==> config.mk <==
export PLATFORM = sky130hd
export DESIGN_NAME = rtc_shadow_clock
export DESIGN_NICKNAME = d
export VERILOG_FILES = /design/src/rtl/rtc_pkg.sv /design/src/rtl/rtc_rst_sync.sv /design/src/rtl/rtc_mod_stage.sv /design/src/rtl/rtc_carry_chain.sv /design/src/rtl/rtc_reg_bank.sv /design/src/rtl/rtc_shadow_clock.sv
export SDC_FILE = /design/constraint.sdc
export NUM_CORES = 1
export LEC_CHECK = 0
export BUFFER_PORTS_ARGS = -buffer_cell sky130_fd_sc_hd__buf_2
export CAP_MARGIN = 20
export CORE_AREA = 8 8 134 136
export DETAILED_ROUTE_END_ITERATION = 8
export DIE_AREA = 0 0 142 144
export GPL_TIMING_DRIVEN = 0
export PLACE_DENSITY = 0.48
export SETUP_SLACK_MARGIN = 0.3
export SLEW_MARGIN = 30
export SYNTH_ARGS = -nofsm -noshare
export SYNTH_HDL_FRONTEND = slang
export SYNTH_HIERARCHICAL = 1
export SYNTH_SLANG_ARGS = --single-unit
==> constraint.sdc <==
create_clock -name clk -period 5.1 [get_ports clk]
set_input_delay 0 -clock clk [delete_from_list [all_inputs] [get_ports clk]]
set_output_delay 0 -clock clk [all_outputs]
set_load 0.1 [all_outputs]
==> src/rtl/rtc_pkg.sv <==
package rtc_pkg;
  localparam int RTC_REGS = 5;
  localparam int SEL_W    = 3;

  typedef enum logic [SEL_W-1:0] {
    RSEL_SEC   = 3'd0,
    RSEL_MIN   = 3'd1,
    RSEL_HOUR  = 3'd2,
    RSEL_DAYLO = 3'd3,
    RSEL_CTRL  = 3'd4
  } rtc_sel_e;

  localparam int CTRL_DAYHI_BIT = 0;
endpackage

==> src/rtl/rtc_rst_sync.sv <==
module rtc_rst_sync (
  input  logic clk,
  input  logic arst_n,
  output logic srst_n
);
  logic meta_q;
  logic sync_q;

  always_ff @(posedge clk or negedge arst_n) begin
    if (!arst_n) begin
      meta_q <= 1'b0;
      sync_q <= 1'b0;
    end else begin
      meta_q <= 1'b1;
      sync_q <= meta_q;
    end
  end

  assign srst_n = sync_q;
endmodule

==> src/rtl/rtc_mod_stage.sv <==
module rtc_mod_stage #(
  parameter int W     = 8,
  parameter int LIMIT = 60
) (
  input  logic [W-1:0] cnt_i,
  input  logic         carry_i,
  output logic [W-1:0] cnt_o,
  output logic         carry_o
);
  localparam logic [W-1:0] LAST = W'(LIMIT - 1);

  always_comb begin
    cnt_o   = cnt_i;
    carry_o = 1'b0;
    if (carry_i) begin
      if (cnt_i == LAST) begin
        cnt_o   = '0;
        carry_o = 1'b1;
      end else begin
        cnt_o = cnt_i + W'(1);
      end
    end
  end
endmodule

==> src/rtl/rtc_carry_chain.sv <==
module rtc_carry_chain #(
  parameter int W          = 8,
  parameter int N          = 5,
  parameter int SEC_LIMIT  = 60,
  parameter int MIN_LIMIT  = 60,
  parameter int HOUR_LIMIT = 24
) (
  input  logic         tick_i,
  input  logic [N*W-1:0] cur_i,
  output logic [N*W-1:0] nxt_o
);
  localparam int STAGES = 3;

  function automatic int stage_limit(input int g);
    case (g)
      0:       return SEC_LIMIT;
      1:       return MIN_LIMIT;
      default: return HOUR_LIMIT;
    endcase
  endfunction

  logic [STAGES:0] carry;
  assign carry[0] = tick_i;

  for (genvar g = 0; g < STAGES; g++) begin : g_stage
    rtc_mod_stage #(.W(W), .LIMIT(stage_limit(g))) u_stage (
      .cnt_i   (cur_i[g*W +: W]),
      .carry_i (carry[g]),
      .cnt_o   (nxt_o[g*W +: W]),
      .carry_o (carry[g+1])
    );
  end

  logic [W-1:0] day_lo;
  logic [W-1:0] ctrl;
  logic [W-1:0] day_lo_n;
  logic [W-1:0] ctrl_n;
  logic         day_carry;

  assign day_lo = cur_i[3*W +: W];
  assign ctrl   = cur_i[4*W +: W];

  always_comb begin
    day_lo_n  = day_lo;
    day_carry = 1'b0;
    if (carry[STAGES]) begin
      if (day_lo == {W{1'b1}}) begin
        day_lo_n  = '0;
        day_carry = 1'b1;
      end else begin
        day_lo_n = day_lo + W'(1);
      end
    end
  end

  always_comb begin
    ctrl_n = ctrl;
    if (day_carry) begin
      if (ctrl[rtc_pkg::CTRL_DAYHI_BIT]) begin
        ctrl_n[rtc_pkg::CTRL_DAYHI_BIT] = 1'b0;
        ctrl_n[W-1]                     = ~ctrl[W-1];
      end else begin
        ctrl_n[rtc_pkg::CTRL_DAYHI_BIT] = 1'b1;
      end
    end
  end

  assign nxt_o[3*W +: W] = day_lo_n;
  assign nxt_o[4*W +: W] = ctrl_n;
endmodule

==> src/rtl/rtc_reg_bank.sv <==
module rtc_reg_bank #(
  parameter int W     = 8,
  parameter int N     = 5,
  parameter int SEL_W = 3
) (
  input  logic             clk,
  input  logic             rst_n,
  input  logic             load_i,
  input  logic [N*W-1:0]   load_vec_i,
  input  logic             wr_en_i,
  input  logic [SEL_W-1:0] wr_sel_i,
  input  logic [W-1:0]     wr_data_i,
  output logic [N*W-1:0]   q_o
);
  logic [N*W-1:0] q_r;
  logic [N*W-1:0] q_n;
  logic           upd_en;

  always_comb begin
    q_n = q_r;
    for (int i = 0; i < N; i++) begin
      if (wr_en_i && (wr_sel_i == SEL_W'(i))) begin
        q_n[i*W +: W] = wr_data_i;
      end else if (load_i) begin
        q_n[i*W +: W] = load_vec_i[i*W +: W];
      end
    end
  end

  assign upd_en = load_i | wr_en_i;

  always_ff @(posedge clk or negedge rst_n) begin
    if (!rst_n) begin
      q_r <= '0;
    end else if (upd_en) begin
      q_r <= q_n;
    end
  end

  assign q_o = q_r;
endmodule

==> src/rtl/rtc_shadow_clock.sv <==
module rtc_shadow_clock #(
  parameter int DATA_W     = 8,
  parameter int SEC_LIMIT  = 60,
  parameter int MIN_LIMIT  = 60,
  parameter int HOUR_LIMIT = 24
) (
  input  logic                     clk,
  input  logic                     rst_n,
  input  logic                     tick_en,
  input  logic                     snap_stb,
  input  logic                     wr_en,
  input  logic [rtc_pkg::SEL_W-1:0] wr_sel,
  input  logic [DATA_W-1:0]        wr_data,
  input  logic [rtc_pkg::SEL_W-1:0] rd_sel,
  output logic [DATA_W-1:0]        rd_data
);
  localparam int N     = rtc_pkg::RTC_REGS;
  localparam int SEL_W = rtc_pkg::SEL_W;
  localparam int VEC_W = N * DATA_W;

  logic             rst_sync_n;
  logic [VEC_W-1:0] live_q;
  logic [VEC_W-1:0] shadow_q;
  logic [VEC_W-1:0] chain_nxt;

  rtc_rst_sync u_rst (
    .clk    (clk),
    .arst_n (rst_n),
    .srst_n (rst_sync_n)
  );

  rtc_carry_chain #(
    .W(DATA_W), .N(N),
    .SEC_LIMIT(SEC_LIMIT), .MIN_LIMIT(MIN_LIMIT), .HOUR_LIMIT(HOUR_LIMIT)
  ) u_chain (
    .tick_i (tick_en),
    .cur_i  (live_q),
    .nxt_o  (chain_nxt)
  );

  rtc_reg_bank #(.W(DATA_W), .N(N), .SEL_W(SEL_W)) u_live (
    .clk        (clk),
    .rst_n      (rst_sync_n),
    .load_i     (tick_en),
    .load_vec_i (chain_nxt),
    .wr_en_i    (wr_en),
    .wr_sel_i   (wr_sel),
    .wr_data_i  (wr_data),
    .q_o        (live_q)
  );

  rtc_reg_bank #(.W(DATA_W), .N(N), .SEL_W(SEL_W)) u_shadow (
    .clk        (clk),
    .rst_n      (rst_sync_n),
    .load_i     (snap_stb),
    .load_vec_i (live_q),
    .wr_en_i    (wr_en),
    .wr_sel_i   (wr_sel),
    .wr_data_i  (wr_data),
    .q_o        (shadow_q)
  );

  always_comb begin
    rd_data = {DATA_W{1'b1}};
    for (int i = 0; i < N; i++) begin
      if (rd_sel == SEL_W'(i)) begin
        rd_data = shadow_q[i*DATA_W +: DATA_W];
      end
    end
  end
endmodule

==> results of run 1 <==
## power groups by stage
stage | Sequential, µW | Combinational (µW) | Clock (µW)
after global routing | 1390 | 1370 | 895
after detailed placement | 1350 | 1250 | 0
after CTS | 1330 | 1260 | 860
final | 1330 | 1250 | 839
after global placement | 1340 | 1210 | 0
after floorplan | 1210 | 1090 | 0
## routing by layer
layer,part of all wire,GRT usage
met1,0.48,0.201
met2,0.47,0.239
met4,0.0068,0.0288
met5,0,0
met3,0.039,0.0357
## critical path, cell delays in order, from the launching register on
cell and delay (ps):
dfrtp_1 470, ha_1 240, nand2_1 110, nor4_1 320
buf_6 180, nand2_1 100, nor4_2 220, buf_4 220
and3_2 240, and4b_4 340, and4_1 270, o21bai_1 80
a21o_1 180, mux2_2 250, mux2_2 260
## cell families after synthesis
family                   synth area share
XOR/XNOR                           0.0325
other                            0.000696
multiplexers                        0.372
flip-flops                          0.381
AND/OR/NAND/NOR                     0.125
AO/OA/AOI/OAI                      0.0406
adder cells (fa/ha/maj)           0.00929
buffers and inverters              0.0390
## metrics by stage
step	instance area (µm²)	instances
after floorplan	5390	448
after detailed placement	5830	693
after global placement	5780	691
after CTS	6230	711
final	6230	711
after global routing	6230	711
## Yosys cell counts (all sizes together) (8+ instances only)
cell type  count
a211oi        13
buf           22
dfrtp         82
mux2         162
mux2i         12
nand2         11
nand3          8
nand4          9
nor2          24
nor3          11
xnor2         12
xor2           8
## registers in the layout, summed over array words and instances, names as in the netlist
| signal | cells |
|---|---|
| u_shadow/q_o | 40 |
| u_rst/srst_n | 1 |
| u_rst/meta_q | 1 |
| u_live/q_o | 40 |
## how the worst max path moves through the flow
stage | from | to | slack (ps) | cells past startpoint
2_1_floorplan | u_live/q_o[0] | u_live/q_o[31] | 1550 | 13
3_3_place_gp | u_live/q_o[0] | u_live/q_o[31] | 420 | 13
3_5_place_dp | u_live/q_o[0] | u_live/q_o[31] | 1520 | 14
4_1_cts | u_live/q_o[0] | u_live/q_o[31] | 1490 | 14
5_1_grt | u_live/q_o[0] | u_live/q_o[31] | 1220 | 14
6_report | u_live/q_o[0] | u_live/q_o[31] | 1490 | 14
## layout make-up
class | instances | area [µm²]
fill | 1562 | 9820
multi-input combinational | 330 | 3130
sequential | 82 | 2060
tap | 220 | 275
clock buffer | 12 | 267
buffer | 29 | 184
timing repair buffer | 27 | 170
clock inverter | 4 | 120
inverter | 7 | 26.3
## timing repair
| item | 4_1_cts | 5_1_grt |
|---|---|---|
| hold endpoints to repair | 2 | 0 |
| hold buffers | 2 | 0 |
| gates resized for setup | 0 | 0 |
==> out/qor.csv, run 1 <==
metric;value;unit
setup_violations;0;
finalNetCount;509;
final_util;0.388;
fin_crit;3610;ps
finClkSkew;6.82;ps
ys_top_cells_by_area;dfrtp_1, mux2_2, mux2_4;
worst_slack;1490;ps
clk_pin_slew;60;ps
dieArea;20400;µm²
grt_max_degree;45;
end_kind;flop;
rr_startpoint;u_live/q_o[0];
min_delay_path_depth;2;
pre_cts_ws;1520;ps
gp_congestion;0.790;
postCtsSetupBuffers;0;
finalPower;3420;µW
timing.fmax;0.277;GHz
synth-edff-count;0;
power.leakage;0.00264;µW
r2r_slack;1490;ps
holdCritStartpoint;wr_data[6];
dr_total_vias;3578;
cts_buffers;9;
syn_area;5390;µm²
seqPwrFrac;0.388;
p_sw_frac;0.334;
grt_pass1_vias;3684;
holdPathEnd;u_shadow/q_o[14];
max_slew_margin;0.560;
clockPowerShare;0.245;
maxCapViolCount;0;
root_buffer;clkbuf_16;
final_hold_viol_count;0;
clk_path_buf_depth;2;
layout-drive-gt1-share;0.503;
critPathRequiredTime;5330;ps
ys_ff_latch;82;
antenna_found_initial;0;
io_buffers;23;
grt_usage;0.149;
synth_top_area_cell;dfrtp_1;
yosysUniqueCellTypes;52;
syn-num-nets;471;
routed_wl;14400;µm
holdWs;115;ps
grt_pass1_wl;22700;µm
path_class;reg -> reg;
power_switching;1140;µW
drc;0;
grt.overflow.total;0;
area_growth_syn_to_layout;15.6;%
final-max-slew-violation-count;0;
die-height;144;µm
yosysTopAreaCellShare;0.381;
die_w;142;µm
rsz0062_at_grt;false;
final_cell_mix;mux2_2, dfrtp_1, buf_2;
synthFlopType;dfrtp_1;
fin_setup_tns;0;ps
avgSynthCellArea;12.0;µm²
start_util;0.336;
num_antenna_cells;0;
drtAntennaViolNets;0;
critPathLaunchType;flop;
synth_seq_area_share;0.381;
rows;47;
ios;27;
cts_max_level;3;
hold_path.class;in -> reg;
cts.sinks;82;
post-route-period-util;0.707;
p_comb_frac;0.367;
drt_iter0_drc;166;
routedWlPerCell;20.3;µm
outcome;finished clean;
postSynthCellCount;448;
power.density;549;nW/µm²
dpl.hpwl;10100;µm
cp_max_fo;11;
clock_latency;350;ps
fp.coreArea;16100;µm²
p_int;2280;µW
rr_endpoint;u_live/q_o[31];
critPathArrivalTime;3840;ps
rr_worst_depth;14;
final_common_cell;mux2_2;
vias_per_cell;5.03;
peakVddDrop;0.286;mV
async_flop_share;1.00;
cts_tree;built;
yosys_warnings;6;
worst-slew-pin-transition;656;ps
dr.pass1.iters;4;
Power figures use the tool's default switching activity.
==> run 2: changes to the inputs <==
--- a/config.mk
+++ b/config.mk
@@ -11,7 +11,7 @@
 export DETAILED_ROUTE_END_ITERATION = 8
 export DIE_AREA = 0 0 142 144
 export GPL_TIMING_DRIVEN = 0
-export PLACE_DENSITY = 0.48
+export PLACE_DENSITY = 0.49
 export SETUP_SLACK_MARGIN = 0.3
 export SLEW_MARGIN = 30
 export SYNTH_ARGS = -nofsm -noshare
==> constraint.sdc (replaced) <==
create_clock -name clk -period 3.1 [get_ports clk]
set_input_delay 0 -clock clk [delete_from_list [all_inputs] [get_ports clk]]
set_output_delay 0 -clock clk [all_outputs]
set_load 0.1 [all_outputs]
==> out/qor.csv, run 2 (synthesis gave the netlist of run 1 again) <==
metric;value;unit
final_hold_viol_count;0;
end_kind;flop;
layout-drive-gt1-share;0.550;
cp_max_fo;7;
maxCapViolCount;0;
setup_violations;0;
crit_slowest_cell;dfrtp_2;
die_w;142;µm
clk_pin_slew;60;ps
drtAntennaViolNets;0;
seqPwrFrac;0.384;
finalNetCount;533;
grt_pass1_wl;22600;µm
fillers;1561;
vias_per_cell;5.09;
timing.fmax;0.339;GHz
max_slew_margin;0.615;
cp_cell_sequence;ha_4 > nand2_4 > nor4_4 > buf_6 > nand2_4 > nor4_4 > and3_4 > and4b_4 > and4_4 > o21bai_1 > a21o_1 > mux2_4 > mux2_4;
power.leakage;0.00276;µW
place_inst;693;
worst-path-buf-inv;1;
final_common_cell;mux2_2;
dr_total_vias;3743;
drt_iter0_drc;210;
die-height;144;µm
start_util;0.336;
power_switching;1990;µW
stdcell_count;735;
clock_latency;350;ps
crit_family;simple AND/OR/NAND/NOR gates;
dieArea;20400;µm²
worst-slew-pin-transition;574;ps
grt_pass1_vias;3922;
peakVddDrop;0.284;mV
p_sw_frac;0.352;
cts_buffers;9;
routedWlPerCell;19.5;µm
post-route-period-util;0.952;
power.density;874;nW/µm²
cts_tree;built;
grt.overflow.total;0;
holdWs;122;ps
root_buffer;clkbuf_16;
ios;27;
finClkSkew;6.48;ps
final_util;0.402;
critPathLaunchType;flop;
final_cell_mix;mux2_2, dfrtp_1, buf_4, buf_2, nor2_1;
dr.pass1.iters;4;
fp.coreArea;16100;µm²
rows;47;
area_growth_syn_to_layout;19.9;%
cts_max_level;3;
drc;0;
gp_congestion;0.836;
rsz0062_at_grt;true;
critPathArrivalTime;3180;ps
fin_setup_tns;0;ps
outcome;finished clean;
dpl.hpwl;10100;µm
grt_max_degree;32;
routed_wl;14300;µm
p_int;3660;µW
p_comb_frac;0.408;
fin_crit;2950;ps
antenna_found_initial;0;
cts.sinks;82;
num_antenna_cells;0;
cp_slowest_stage_delay;390;ps
final-max-slew-violation-count;0;
grt_usage;0.148;
hold_path.class;in -> reg;
clk_path_buf_depth;2;
clockPowerShare;0.208;
path_class;reg -> reg;
critPathRequiredTime;3330;ps
io_buffers;23;
==> run 2: stage by stage <==
stage	power, µW	setup slack (ps)	cell area, µm²
2_1_floorplan	3820	142	5440
3_3_place_gp	4230	-589	5830
3_5_place_dp	4310	-419	5870
4_1_cts	5620	90.2	6370
5_1_grt	6020	71.4	6460
6_report	5650	147	6460
==> run 2: cell type report <==
| class | count | area, µm² | share of cell area |
|---|---|---|---|
| Multi-Input combinational cell | 330 | 3230 | 0.500 |
| Sequential cell | 82 | 2060 | 0.320 |
| Timing Repair Buffer | 51 | 359 | 0.0556 |
| Tap cell | 220 | 275 | 0.0426 |
| Clock buffer | 12 | 246 | 0.0381 |
| Buffer | 29 | 184 | 0.0285 |
| Clock inverter | 4 | 75.1 | 0.0116 |
| Inverter | 7 | 26.3 | 0.00407 |
==> run 2: power groups by stage <==
stage	clock [µW]	sequential [µW]	combinational [µW]
2_1_floorplan	0	2000	1820
4_1_cts	1210	2160	2250
3_5_place_dp	0	2220	2090
6_report	1180	2170	2310
5_1_grt	1250	2250	2520
3_3_place_gp	0	2220	2020
==> run 2: repair_timing <==
action                                 4_1_cts  5_1_grt
resized for setup                           11        5
pin swaps                                    5        5
hold buffers                                 2        0
endpoints found under the hold margin        2        0
buffers inserted                            16        8
setup endpoints to repair                   16       15
==> run 2: worst paths after layout <==
kind / endpoint / cells past startpoint / from / slack [ps]
min in group asynchronous: u_live/q_o[28] / 0 / u_rst/srst_n / 240
worst max register to register: u_live/q_o[31] / 13 / u_live/q_o[1] / 150
worst min-delay path: u_live/q_o[7] / 2 / wr_data[7] / 120
max in group asynchronous: u_live/q_o[4] / 1 / u_rst/srst_n / 2350
worst max-delay path: u_live/q_o[31] / 13 / u_live/q_o[1] / 150
worst min register to register: u_live/q_o[28] / 0 / u_rst/srst_n / 240
==> run 2: metal layers <==
layer / GRT usage / up-vias / wire length [µm]
li1: - / 1783 / -
met3: 0.0205 / 15 / 287
met4: 0.0684 / 0 / 330
met2: 0.241 / 51 / 6890
met1: 0.191 / 1894 / 6830
met5: 0 / - / 0
